==> src/rtl/busrst_pkg.sv <==
package busrst_pkg;

  localparam int unsigned CTRL_WORD = 0;
  localparam int unsigned STAT_WORD = 1;

  typedef enum logic [1:0] {
    SEL_NONE = 2'd0,
    SEL_CTRL = 2'd1,
    SEL_STAT = 2'd2
  } reg_sel_e;

  function automatic reg_sel_e word_decode(input logic [31:0] addr);
    if (addr == 32'(CTRL_WORD)) return SEL_CTRL;
    if (addr == 32'(STAT_WORD)) return SEL_STAT;
    return SEL_NONE;
  endfunction

endpackage

==> src/rtl/busrst_addr_dec.sv <==
module busrst_addr_dec
  import busrst_pkg::*;
#(
  parameter int unsigned ADDR_W = 4
) (
  input  logic [ADDR_W-1:0] addr,
  output reg_sel_e          sel
);

  always_comb begin
    sel = word_decode(32'(addr));
  end

endmodule

==> src/rtl/busrst_level_reg.sv <==
module busrst_level_reg #(
  parameter logic RST_DEFAULT = 1'b0
) (
  input  logic clk,
  input  logic rst_n,
  input  logic load,
  input  logic new_lvl,
  output logic lvl
);

  always_ff @(posedge clk or negedge rst_n) begin
    if (!rst_n)    lvl <= RST_DEFAULT;
    else if (load) lvl <= new_lvl;
  end

  // a load lands on the very next edge, whatever else is going on
  p_load_takes_r2: assert property (@(posedge clk) disable iff (!rst_n)
    load |=> (lvl == $past(new_lvl)));

  // without a load the level never moves
  p_hold_level_r8: assert property (@(posedge clk) disable iff (!rst_n)
    !load |=> $stable(lvl));

endmodule

==> src/rtl/busrst_hold_timer.sv <==
module busrst_hold_timer #(
  parameter int unsigned HOLD_CYCLES = 7_500_000
) (
  input  logic clk,
  input  logic rst_n,
  input  logic restart,
  output logic busy
);

  localparam int unsigned CNT_W = $clog2(HOLD_CYCLES + 1);
  localparam logic [CNT_W-1:0] CNT_FULL = CNT_W'(HOLD_CYCLES);

  logic [CNT_W-1:0] remain;

  always_ff @(posedge clk or negedge rst_n) begin
    if (!rst_n)               remain <= '0;
    else if (restart)         remain <= CNT_FULL;
    else if (remain != '0)    remain <= remain - 1'b1;
  end

  assign busy = (remain != '0);

  // every restart reloads the full count
  p_reload_full_r4: assert property (@(posedge clk) disable iff (!rst_n)
    restart |=> (remain == CNT_FULL));

  // a running count goes down by exactly one per cycle
  p_count_down_r3: assert property (@(posedge clk) disable iff (!rst_n)
    (!restart && remain != '0) |=> (remain == $past(remain) - 1'b1));

  // an expired count stays expired until restarted
  p_stay_idle_r10: assert property (@(posedge clk) disable iff (!rst_n)
    (!restart && remain == '0) |=> (remain == '0));

endmodule

==> src/rtl/busrst_rd_port.sv <==
module busrst_rd_port
  import busrst_pkg::*;
#(
  parameter int unsigned DATA_W = 8
) (
  input  logic              clk,
  input  logic              rst_n,
  input  logic              rd_en,
  input  reg_sel_e          rd_sel,
  input  logic              lvl,
  input  logic              busy,
  output logic [DATA_W-1:0] rd_data
);

  logic [DATA_W-1:0] word_ctrl;
  logic [DATA_W-1:0] word_stat;
  logic [DATA_W-1:0] word_mux;

  // bit 0 carries the flag, every bit above is tied low
  for (genvar b = 0; b < DATA_W; b++) begin : g_word
    if (b == 0) begin : g_lsb
      assign word_ctrl[b] = lvl;
      assign word_stat[b] = busy;
    end else begin : g_pad
      assign word_ctrl[b] = 1'b0;
      assign word_stat[b] = 1'b0;
    end
  end

  always_comb begin
    unique case (rd_sel)
      SEL_CTRL: word_mux = word_ctrl;
      SEL_STAT: word_mux = word_stat;
      default:  word_mux = '0;
    endcase
  end

  always_ff @(posedge clk or negedge rst_n) begin
    if (!rst_n)     rd_data <= '0;
    else if (rd_en) rd_data <= word_mux;
  end

  // status read reflects the busy flag sampled at the strobe
  p_stat_read_r6: assert property (@(posedge clk) disable iff (!rst_n)
    (rd_en && rd_sel == SEL_STAT) |=> (rd_data == DATA_W'($past(busy))));

  // unmapped reads return zero
  p_none_read_r7: assert property (@(posedge clk) disable iff (!rst_n)
    (rd_en && rd_sel == SEL_NONE) |=> (rd_data == '0));

endmodule

==> src/rtl/busrst_level_ctrl.sv <==
module busrst_level_ctrl
  import busrst_pkg::*;
#(
  parameter int unsigned ADDR_W      = 4,
  parameter int unsigned DATA_W      = 8,
  parameter int unsigned HOLD_CYCLES = 7_500_000,
  parameter logic        RST_DEFAULT = 1'b0
) (
  input  logic              clk,
  input  logic              rst_n,
  input  logic              wr_en,
  input  logic [ADDR_W-1:0] wr_addr,
  input  logic [DATA_W-1:0] wr_data,
  input  logic              rd_en,
  input  logic [ADDR_W-1:0] rd_addr,
  output logic [DATA_W-1:0] rd_data,
  output logic              bus_rst_lvl,
  output logic              rst_busy
);

  reg_sel_e wr_sel;
  reg_sel_e rd_sel;
  logic     ctrl_wr;
  logic     unused_wr_hi;

  busrst_addr_dec #(.ADDR_W(ADDR_W)) u_wr_dec (
    .addr (wr_addr),
    .sel  (wr_sel)
  );

  busrst_addr_dec #(.ADDR_W(ADDR_W)) u_rd_dec (
    .addr (rd_addr),
    .sel  (rd_sel)
  );

  assign ctrl_wr      = wr_en && (wr_sel == SEL_CTRL);
  assign unused_wr_hi = ^wr_data;

  busrst_level_reg #(.RST_DEFAULT(RST_DEFAULT)) u_level (
    .clk     (clk),
    .rst_n   (rst_n),
    .load    (ctrl_wr),
    .new_lvl (wr_data[0]),
    .lvl     (bus_rst_lvl)
  );

  busrst_hold_timer #(.HOLD_CYCLES(HOLD_CYCLES)) u_timer (
    .clk     (clk),
    .rst_n   (rst_n),
    .restart (ctrl_wr),
    .busy    (rst_busy)
  );

  busrst_rd_port #(.DATA_W(DATA_W)) u_rd (
    .clk     (clk),
    .rst_n   (rst_n),
    .rd_en   (rd_en),
    .rd_sel  (rd_sel),
    .lvl     (bus_rst_lvl),
    .busy    (rst_busy),
    .rd_data (rd_data)
  );

  // a control write always leaves the flag raised on the next cycle
  p_busy_after_wr_r3: assert property (@(posedge clk) disable iff (!rst_n)
    (wr_en && wr_addr == ADDR_W'(CTRL_WORD)) |=> rst_busy);

  // a busy flag never stops the line from following a control write
  p_no_gate_r5: assert property (@(posedge clk) disable iff (!rst_n)
    (rst_busy && wr_en && wr_addr == ADDR_W'(CTRL_WORD))
      |=> (bus_rst_lvl == $past(wr_data[0])));

  // a write elsewhere cannot raise an idle flag
  p_stray_wr_r8: assert property (@(posedge clk) disable iff (!rst_n)
    (!rst_busy && wr_en && wr_addr != ADDR_W'(CTRL_WORD)) |=> !rst_busy);

endmodule

==> config.mk <==
export PLATFORM = sky130hd
export DESIGN_NAME = busrst_level_ctrl
export DESIGN_NICKNAME = d
export VERILOG_FILES = /design/src/rtl/busrst_pkg.sv /design/src/rtl/busrst_addr_dec.sv /design/src/rtl/busrst_level_reg.sv /design/src/rtl/busrst_hold_timer.sv /design/src/rtl/busrst_rd_port.sv /design/src/rtl/busrst_level_ctrl.sv
export SDC_FILE = /design/constraint.sdc
export NUM_CORES = 1
export LEC_CHECK = 0
export BUFFER_PORTS_ARGS = -buffer_cell sky130_fd_sc_hd__buf_4
export CAP_MARGIN = 10
export CORE_MARGIN = 1
export CORE_UTILIZATION = 48
export CTS_CLUSTER_SIZE = 14
export DETAILED_ROUTE_END_ITERATION = 10
export PLACE_DENSITY = 0.71
export SETUP_SLACK_MARGIN = 0.2
export SYNTH_ARGS = -nofsm -noshare
export SYNTH_HDL_FRONTEND = slang
export SYNTH_SLANG_ARGS = --single-unit
==> constraint.sdc <==
create_clock -name clk -period 2.3 [get_ports clk]
set_input_delay 0.345 -clock clk [delete_from_list [all_inputs] [get_ports clk]]
set_output_delay 0.345 -clock clk [all_outputs]
set_load 0.02 [all_outputs]
==> results.yml <==
timing:
  finalSetupViolCount: 5
  worst_slack_ps: -304.5
  max_freq_mhz: 384.0
  clock_skew_ps: 6.458
  max_slew_margin_pct: 57.13
  tns_ps: -568.8
  min_period_ps: 2605
  tightestPinTransition_ps: 643.0
  rsz0062_at_grt: "yes"
  drv_slew: 0
  post-route-period-util_pct: 113.2
  hold_viol_final: 0
global_route:
  antenna_found_initial: 0
  grt_pass1_wl_um: 6127
  grt.overflow.total: 0
  first_global_vias: 1355
  grt_max_degree: 26
  track_usage_pct: 24.44
route:
  dr.pass1.iters: 4
  finalWirelength_um: 4326
  drc: 0
  vias: 1437
  viasPerCell: 5.889
  detail-route-antenna-nets: 0
  detail_route.wl_per_cell_um: 17.73
  drt_iter0_drc: 103
power_and_ir_drop:
  power_mw: 1.505
  clock_power_share_pct: 13.2
  p_comb_share_pct: 42.5
  p_leak_nw: 0.8907
  power.switching_mw: 0.5722
  cellInternalPower_mw: 0.9326
  ir_worst_vdd_mv: 0.5440
  p_per_area_mw_per_mm2: 692.0
  p_seq_share_pct: 44.3
  swShare_pct: 38.03
logic_synthesis:
  synth_area_mm2: 0.001444
  yosys_warnings: 0
  yosys.area.top_type: "dfrtp_1"
  ys_async_sr_fraction_pct: 100.0
  synth_cell_types: 37
  synth_xor_area_share_pct: 8.492
  synth_top_family_by_area: "simple AND/OR/NAND/NOR gates"
  synth-simple-area-share_pct: 29.29
  synth-seq-cells: 25
  ys_seq_area_share_pct: 43.33
  syn_area_per_cell_um2: 8.804
  synth.most_common_cell: "dfrtp_1"
  synth_compound_area_share_pct: 10.49
  syn_inst: 164
  synth_common_cells: "dfrtp_1 (25), nor2_1 (24), nand2_1 (15)"
  synthMuxAreaShare_pct: 0.6932
  ys.flop_type: "dfrtp_1"
  synth-adder-area-share_pct: 0.8666
  synth_enable_flop_cells: 0
  yosys-top-cells-area: "dfrtp_1 (43%), nor2_1 (6.2%), xor2_1 (5.5%)"
  synth_top_area_share_pct: 43.33
clocking:
  clkTransAtPathRegs_ps: 140
  cts-root-buf: "clkbuf_4"
  clock_sinks: 25
  cts_tree: "built"
  cts_buffer_depth: 2
  clkLatencyLatePin_ps: 320
  cts_buffers: 3
  htree_num_levels: 1
finish:
  final_cell_area_mm2: 0.002175
  diodes: 0
  fin_nets: 235
  drive_above_1_share_pct: 46.01
  area_growth_syn_to_layout_pct: 50.61
  multi_input_area_mm2: 0.001031
  fill_cells: 163
  regArea_um2: 625.6
floorplan:
  fp.dieH_um: 56.85
  num_rows: 19
  core_area_mm2: 0.002805
  start_util_pct: 51.47
  die_x_um: 56.85
  pin_count: 30
  die-area_mm2: 0.003231
setup_path:
  rrSetupSlack_ps: -210
  crit_required_ps: 1960
  worstPathMaxFanout: 2
  max_stage_delay_ps: 550
  path_delay_family: "simple AND/OR/NAND/NOR gates"
  cp-start-kind: "flip-flop"
  r2r-start: "u_timer.remain[14]"
  cp_num_cells: 5
  cp.arrival_ps: 2260
  criticalPathCategory: "flip-flop to primary output"
  crit_buf_inv: 2
  r2r-end: "u_timer.remain[19]"
  crit_start: "u_timer.remain[9]"
  crit_slowest_cell: "or4_4"
  crit_end: "rst_busy"
  path_cells: "or4_4 -> buf_6 -> or3_4 -> or3_4 -> buf_6"
  reg2reg_depth: 5
  worstSetupEndpointType: "primary output"
placement:
  gp_congestion: 0.8530
  portBuffers: 15
  dpl-instance-area_mm2: 0.001763
  hpwl_um: 2544
min_path:
  hold_class: "input port to flip-flop"
run_status:
  status: "finished, violations left"
  violations: "negative setup slack"
flow_run:
  cap_violations: 0
worst min-delay path by stage:
stage / startpoint / endpoint / slack, ps / cells after the start
CTS: rd_en / u_rd.rd_data[0] / 210 / 2
global route: rd_en / u_rd.rd_data[0] / 190 / 2
floorplan: rst_n / u_level.lvl / 50 / 0
detailed placement: rst_n / u_timer.remain[0] / 260 / 1
global placement: rst_n / u_timer.remain[0] / 260 / 1
finish: rd_en / u_rd.rd_data[0] / 200 / 2
cell usage in the layout (no fill, tap or decap), types with 3 or more instances in the layout:
cell type	n
a21oi_2	3
buf_6	8
o21ai_0	3
nor3_1	3
nor2_2	3
nand4_1	3
buf_4	43
nand2_1	14
xnor2_2	3
conb_1	7
xor2_1	9
clkbuf_4	3
nor4_4	4
o21ai_1	3
a21oi_1	3
nand3_1	5
or3_4	3
or4_4	5
nor2_1	20
dfrtp_1	25
power by group through the flow:
stage	Clock [mW]	Sequential, mW	Combinational (mW)
after floorplan	0	0.626	0.279
after global placement	0	0.635	0.415
after detailed placement	0	0.646	0.434
after CTS	0.200	0.652	0.497
after global routing	0.216	0.678	0.681
final	0.198	0.666	0.640
registers in the layout, indices dropped and copies added (netlist names):
signal and cells:
u_rd.rd_data 1, u_level.lvl 1, u_timer.remain 23
per-stage QoR:
stage	setup WS, ps	utilization [%]	std cells	hold WS (ps)
after global routing	-338.9	77.52	244	189.0
after detailed placement	-156.2	62.85	228	263.2
final	-304.5	77.52	244	199.4
after floorplan	-175.2	-	170	49.41
after global placement	-135.7	62.85	228	259.3
after CTS	-281.1	69.13	237	205.5
final cells by class:
type                            instances  share of cell area, %
Tap cell                               31                  1.784
Timing Repair Buffer                   53                  20.14
Clock buffer                            4                  1.208
Inverter                                4                 0.6904
Multi-Input combinational cell        127                  47.41
Sequential cell                        25                  28.77
repair_timing:
item | 4_1_cts | 5_1_grt
pin swaps | 9 | 21
endpoints found under the hold margin | 25 | 0
setup endpoints to repair | 18 | 24
hold buffers | 1 | 0
setup buffers | 4 | 7
resized for setup | 26 | 34
layer usage:
layer / track usage (%) / wire length [um] / up-vias
met5: 0 / 0 / -
met4: 7.317 / 163 / 0
met3: 2.535 / 121 / 17
met2: 42.01 / 2233 / 40
met1: 32.45 / 1807 / 717
li1: - / - / 663
worst register-to-register path, cell delays in order, from the launching register on:
cell,delay [ps]
dfrtp_1,410
or4_4,550
or4_4,510
or4_4,490
or3_4,380
a21oi_2,120
kinds of logic after synthesis:
family,after synthesis
adder cells (fa/ha/maj),1
XOR/XNOR,14
flip-flops,25
other,1
AND/OR/NAND/NOR,79
buffers and inverters,18
AO/OA/AOI/OAI,25
multiplexers,1
No activity file was read; power rests on OpenSTA's default activity.
